### src/rtl/page_write_engine.sv
module page_write_engine #(
  parameter int AW        = 17,
  parameter int PB        = 7,
  parameter int WC_CYCLES = 250000
) (
  input  logic          clk,
  input  logic          rst_n,
  input  logic          cmd_start,
  input  logic [AW-1:0] cmd_addr,
  input  logic          byte_stb,
  input  logic [7:0]    byte_data,
  input  logic          cs_rise,
  input  logic          on_boundary,
  input  logic          permit,
  output logic          mem_we,
  output logic [AW-1:0] mem_addr,
  output logic [7:0]    mem_wdata,
  output logic          busy,
  output logic          wel_clr
);
  localparam int PAGE = 1 << PB;
  localparam int TW   = $clog2(WC_CYCLES);

  logic [7:0]       pbuf [PAGE];
  logic             open_cmd;
  logic [PB-1:0]    ptr;
  logic [AW-PB-1:0] upper;
  logic [PB:0]      cnt;
  logic [TW-1:0]    timer;

  wire take    = open_cmd & byte_stb;
  wire full    = cnt[PB] | (take & (cnt == (PB+1)'(PAGE-1)));
  wire commit  = open_cmd & cs_rise & on_boundary & permit & full;
  wire last    = busy & (timer == TW'(WC_CYCLES-1));

  always_ff @(posedge clk) begin
    if (take) pbuf[ptr] <= byte_data;
  end

  always_ff @(posedge clk or negedge rst_n) begin
    if (!rst_n) begin
      open_cmd <= 1'b0;
      ptr      <= '0;
      upper    <= '0;
      cnt      <= '0;
      busy     <= 1'b0;
      timer    <= '0;
    end else if (busy) begin
      timer <= timer + 1'b1;
      if (last) busy <= 1'b0;
    end else if (cs_rise) begin
      open_cmd <= 1'b0;
      busy     <= commit;
      timer    <= '0;
    end else if (cmd_start) begin
      open_cmd <= 1'b1;
      ptr      <= cmd_addr[PB-1:0];
      upper    <= cmd_addr[AW-1:PB];
      cnt      <= '0;
    end else if (take) begin
      ptr <= ptr + 1'b1;
      if (!cnt[PB]) cnt <= cnt + 1'b1;
    end
  end

  assign mem_we    = busy & (timer < TW'(PAGE));
  assign mem_addr  = {upper, timer[PB-1:0]};
  assign mem_wdata = pbuf[timer[PB-1:0]];
  assign wel_clr   = last;
endmodule

### config.mk
export PLATFORM = sky130hd
export DESIGN_NAME = page_write_engine
export DESIGN_NICKNAME = d
export VERILOG_FILES = /design/src/rtl/page_write_engine.sv
export SDC_FILE = /design/constraint.sdc
export NUM_CORES = 1
export LEC_CHECK = 0
export BUFFER_PORTS_ARGS = -buffer_cell sky130_fd_sc_hd__buf_4
export CELL_PAD_IN_SITES_DETAIL_PLACEMENT = 1
export CELL_PAD_IN_SITES_GLOBAL_PLACEMENT = 1
export CORE_UTILIZATION = 45
export DETAILED_ROUTE_END_ITERATION = 6
export PLACE_DENSITY = 0.73
export REMOVE_ABC_BUFFERS = 1
export SLEW_MARGIN = 20
export SYNTH_ARGS = -nofsm -noshare
export SYNTH_HDL_FRONTEND = slang
export SYNTH_SLANG_ARGS = --single-unit
### constraint.sdc
create_clock -name clk -period 2.3 [get_ports clk]
set_input_delay 0 -clock clk [delete_from_list [all_inputs] [get_ports clk]]
set_output_delay 0 -clock clk [all_outputs]
set_load 0.01 [all_outputs]
==> Implementation_results.wiki <==
{| class="wikitable"
! Metric !! Value
|-
| Hold violation total from the final report || 0
|-
| Clock Path Buffers || 3
|-
| Distinct cell type count of the synthesized netlist || 67
|-
| Average instance area after synthesis || 19.86 um^2
|-
| Initial core utilization || 0.4553
|-
| Total standard cell area after synthesis || 42560 um^2
|-
| Portion of synthesized cell area occupied by the leading cell type || 0.7226
|-
| Crit Reg-Reg Startpoint || timer[1]
|-
| Critical Path Slowest Stage Cell || mux4_1
|-
| Clock tree from TritonCTS || done
|-
| Most used standard cells in the synthesized netlist || edfxtp_1, mux4_2, nor2_1
|-
| Worst supply voltage drop on vdd || 0.5852 mV
|-
| Boundary pin count || 60
|-
| Critical path data required time || 2.30 ns
|-
| Depth of the CTS H-tree || 3
|-
| Seq/Total Area, Yosys || 0.7490
|-
| Fraction of final layout cells sized beyond drive strength 1 || 0.3760
|-
| Worst Clk Skew || 0.03369 ns
|-
| FP Rows || 112
|-
| Unrepaired setup endpoints after global routing || yes
|-
| Port Buf Inserts || 59
|-
| Maximum number of pins on one net before global-route repair || roughly 130
|-
| Hold Path Class || input port to register
|-
| Vias per inst || 6.061
|-
| Via count of the first global-routing pass || 25330
|-
| Summed area of non-filler cells in the final layout || 52890 um^2
|-
| Max Fanout on Critical Path || 6
|-
| Top achievable clock speed || 0.2916 GHz
|-
| Dominant cell by count in the synthesized netlist || edfxtp_1
|-
| Clock network power share || 0.350
|-
| Total routing usage reported by global routing || 0.2642
|-
| Final min period || around 3.4 ns
|-
| Horizontal extent of the die || 309.5 um
|-
| First-pass GRT wire length || 180100 um
|-
| Remaining number of nets flagged by the antenna check after routing || 0
|-
| R2r endpoint || busy
|-
| Remaining routing DRC violations || 0
|-
| Mapped Cells || 2143
|-
| Critical Setup Path Class || register to output port
|-
| Number of buffers inserted during clock tree synthesis || 106
|-
| Initial detailed-routing violation count || 2678
|-
| Worst setup path startpoint || timer[0]
|-
| Worst slack after detailed placement || -0.5232 ns
|-
| Final wirelength || 128200 um
|-
| Footprint of the multi-input gates || 10660 um^2
|-
| Wire length per cell after detailed routing || 32.11 um
|-
| Maximum single-stage delay on the critical path || 0.61 ns
|-
| Crit path cell chain || buf_6 -> buf_12 -> buf_12 -> buf_6 -> mux4_1 -> mux2_2 -> o22ai_2 -> nor4_2 -> o32a_1 -> buf_4
|-
| Number of failing setup endpoints in the final timing report || 18
|-
| Clock-pin slew on the worst setup and hold paths || 0.06 ns
|-
| Final global-route overflow total || 0
|-
| Clock sink count || 1069
|-
| Internal power summed over all cells || about 37000 uW
|-
| Actual transition at the worst max-transition pin || around 0.80 ns
|-
| Async SR Flop Fraction || 0.04210
|-
| Dominant cell type by area after synthesis || edfxtp_1
|-
| Placeable core area || 93470 um^2
|-
| Switching power summed over all nets || 14030 uW
|-
| Outcome || finished with violations
|-
| Clock latency at the later pin of the worst-skew pair || 0.70 ns
|-
| Top post-synthesis cells by area || edfxtp_1, mux4_2, dfrtp_1
|-
| Storage cell area || 31890 um^2
|-
| Number of detailed-routing iterations run before antenna repair || 5
|-
| Number of synthesized flops with an enable pin || a little over 1000
|-
| Number of inserted diodes || 0
|-
| Sequential cell fraction of total power || 0.423
|-
| Final net count || around 2700
|-
| Vias || 24190
|-
| Critical Path End Type || output port
|-
| Routability congestion estimate from global placement || 0.8646
|-
| HPWL after detailed placement || approximately 75000 um
|-
| Overall die area || ~96000 um^2
|-
| Data arrival time of the critical path || 3.43 ns
|-
| Last element of the critical path || mem_wdata[1]
|-
| Failing checks || setup timing
|-
| Register bit total from synthesis || approximately 1100
|-
| Final-report max-slew violation count || 0
|-
| Reg-to-reg slack, setup || -0.26 ns
|-
| Maximum capacitance violations || 0
|-
| Area added between synthesis and finish || 24.28%
|-
| Power density of the placed cells || between 900 and 1000 nW/um^2
|-
| Warnings, synthesis || 0
|-
| Number of inserted filler cells in the final layout || 8170
|-
| Die height || 309.5 um
|-
| Root buffer cell || clkbuf_16
|-
| Switch share || 0.2759
|-
| Post-detailed-placement cell area || 47050 um^2
|-
| Worst reg-to-reg path cell count || 15
|-
| Prevailing post-synth register cell || edfxtp_1
|-
| Critical Path Source Type || register
|-
| Initial antenna violation count || 1
|-
| Slew Limit Headroom || 0.4679
|-
| Setup slack after layout || -1.130 ns
|-
| Part of the total power dissipated in combinational logic || 0.227
|-
| Ratio of final minimum period to clock period || 1.491
|-
| Static leakage || ~0.017 uW
|}
through the flow:
stage | setup TNS (ns) | std cells | util | power [uW] | hold WS (ns)
floorplan | -203.70 | 2015 | - | 26130 | -0.2956
global route | -10.61 | 3991 | 0.5658 | 51940 | 0.1183
global placement | -3.443 | 3705 | 0.5034 | 30960 | 0.06426
detailed placement | -3.975 | 3705 | 0.5034 | 31180 | 0.07307
finish | -9.923 | 3991 | 0.5658 | 50860 | 0.1188
CTS | -8.626 | 3982 | 0.5620 | 50320 | 0.08613
registers in the layout, summed over array words and instances, names as in the netlist:
name and count:
ptr 7, upper 10, timer 18, cnt 8
open_cmd 1, busy 1, pbuf 1024
cells in the final DEF (no fill, tap or decap), types with 7 or more instances in the layout:
cell           count
o21ai_0           24
inv_1              7
mux4_2           211
o21ai_1            8
edfxtp_1        1024
dlygate4sd3_1     40
clkinv_1          19
mux4_1            11
bufinv_16         15
mux2_2            25
o22ai_4           10
nand2_1           57
dfrtp_1           40
o31ai_1            7
nor3_1            14
buf_6             34
nand4_1            7
buf_12            48
a21oi_1           20
nor2b_1           23
o22ai_1            9
clkinv_2          18
clkbuf_16        108
a211oi_2          15
nor2_1           152
nand2b_1          11
mux2_4            21
buf_4            379
clkbuf_1          25
a31oi_1           14
o32a_1             8
mux2i_1           88
a22oi_1           20
nand3_1           15
buf_16            13
power groups by stage:
stage	Sequential [uW]	Clock [uW]	Combinational, uW
after global placement	21900	0	9080
after CTS	21500	17900	11000
after floorplan	22500	0	3650
final	21500	17800	11600
after detailed placement	21900	0	9290
after global routing	21500	18600	11900
cells by family after synthesis:
logic type               after synthesis  share of synthesized area
adder cells (fa/ha/maj)                3                  0.0008821
AO/OA/AOI/OAI                        204                    0.03269
flip-flops                          1069                     0.7490
multiplexers                         367                     0.1551
buffers and inverters                135                    0.02140
XOR/XNOR                               1                  0.0002058
AND/OR/NAND/NOR                      364                    0.04069
worst max-delay path, delay by kind of cell (launching register included):
kind,cells,cell delay (ns)
AO/OA/AOI/OAI,2,0.55
buffers and inverters,5,0.70
flip-flops,1,0.46
multiplexers,2,0.92
AND/OR/NAND/NOR,1,0.09
worst min-delay path by stage:
stage	from	to	slack, ns	cells past startpoint
2_1_floorplan	rst_n	busy	-0.30	0
3_3_place_gp	rst_n	upper[3]	0.06	1
3_5_place_dp	rst_n	upper[8]	0.07	1
4_1_cts	cmd_addr[9]	upper[2]	0.09	3
5_1_grt	cmd_addr[14]	upper[7]	0.12	3
6_report	cmd_addr[14]	upper[7]	0.12	3
metal layers:
layer	global-route usage	routed length, um	vias to the layer above
met3	0.03655	9603	256
met1	0.3379	47620	12820
met4	0.1022	5433	0
li1	-	-	9813
met5	0	0	-
met2	0.4574	65510	1306
area by class of cell:
cell class / instances / share of cell area
sequential: 1069 / 0.6029
clock buffer: 135 / 0.05339
inverter: 7 / 0.0004968
multi-input combinational: 939 / 0.2016
tap: 1254 / 0.02967
clock inverter: 62 / 0.01356
timing repair buffer: 525 / 0.09832
repair_timing:
action                                 CTS  global route
hold buffers                            41             0
buffers inserted                        33            19
pin swaps                               41            35
setup endpoints to repair               13            24
cloned                                  12             0
gates resized for setup                198            86
endpoints found under the hold margin  537             0
Note: power is estimated with default switching activity, not from simulation.
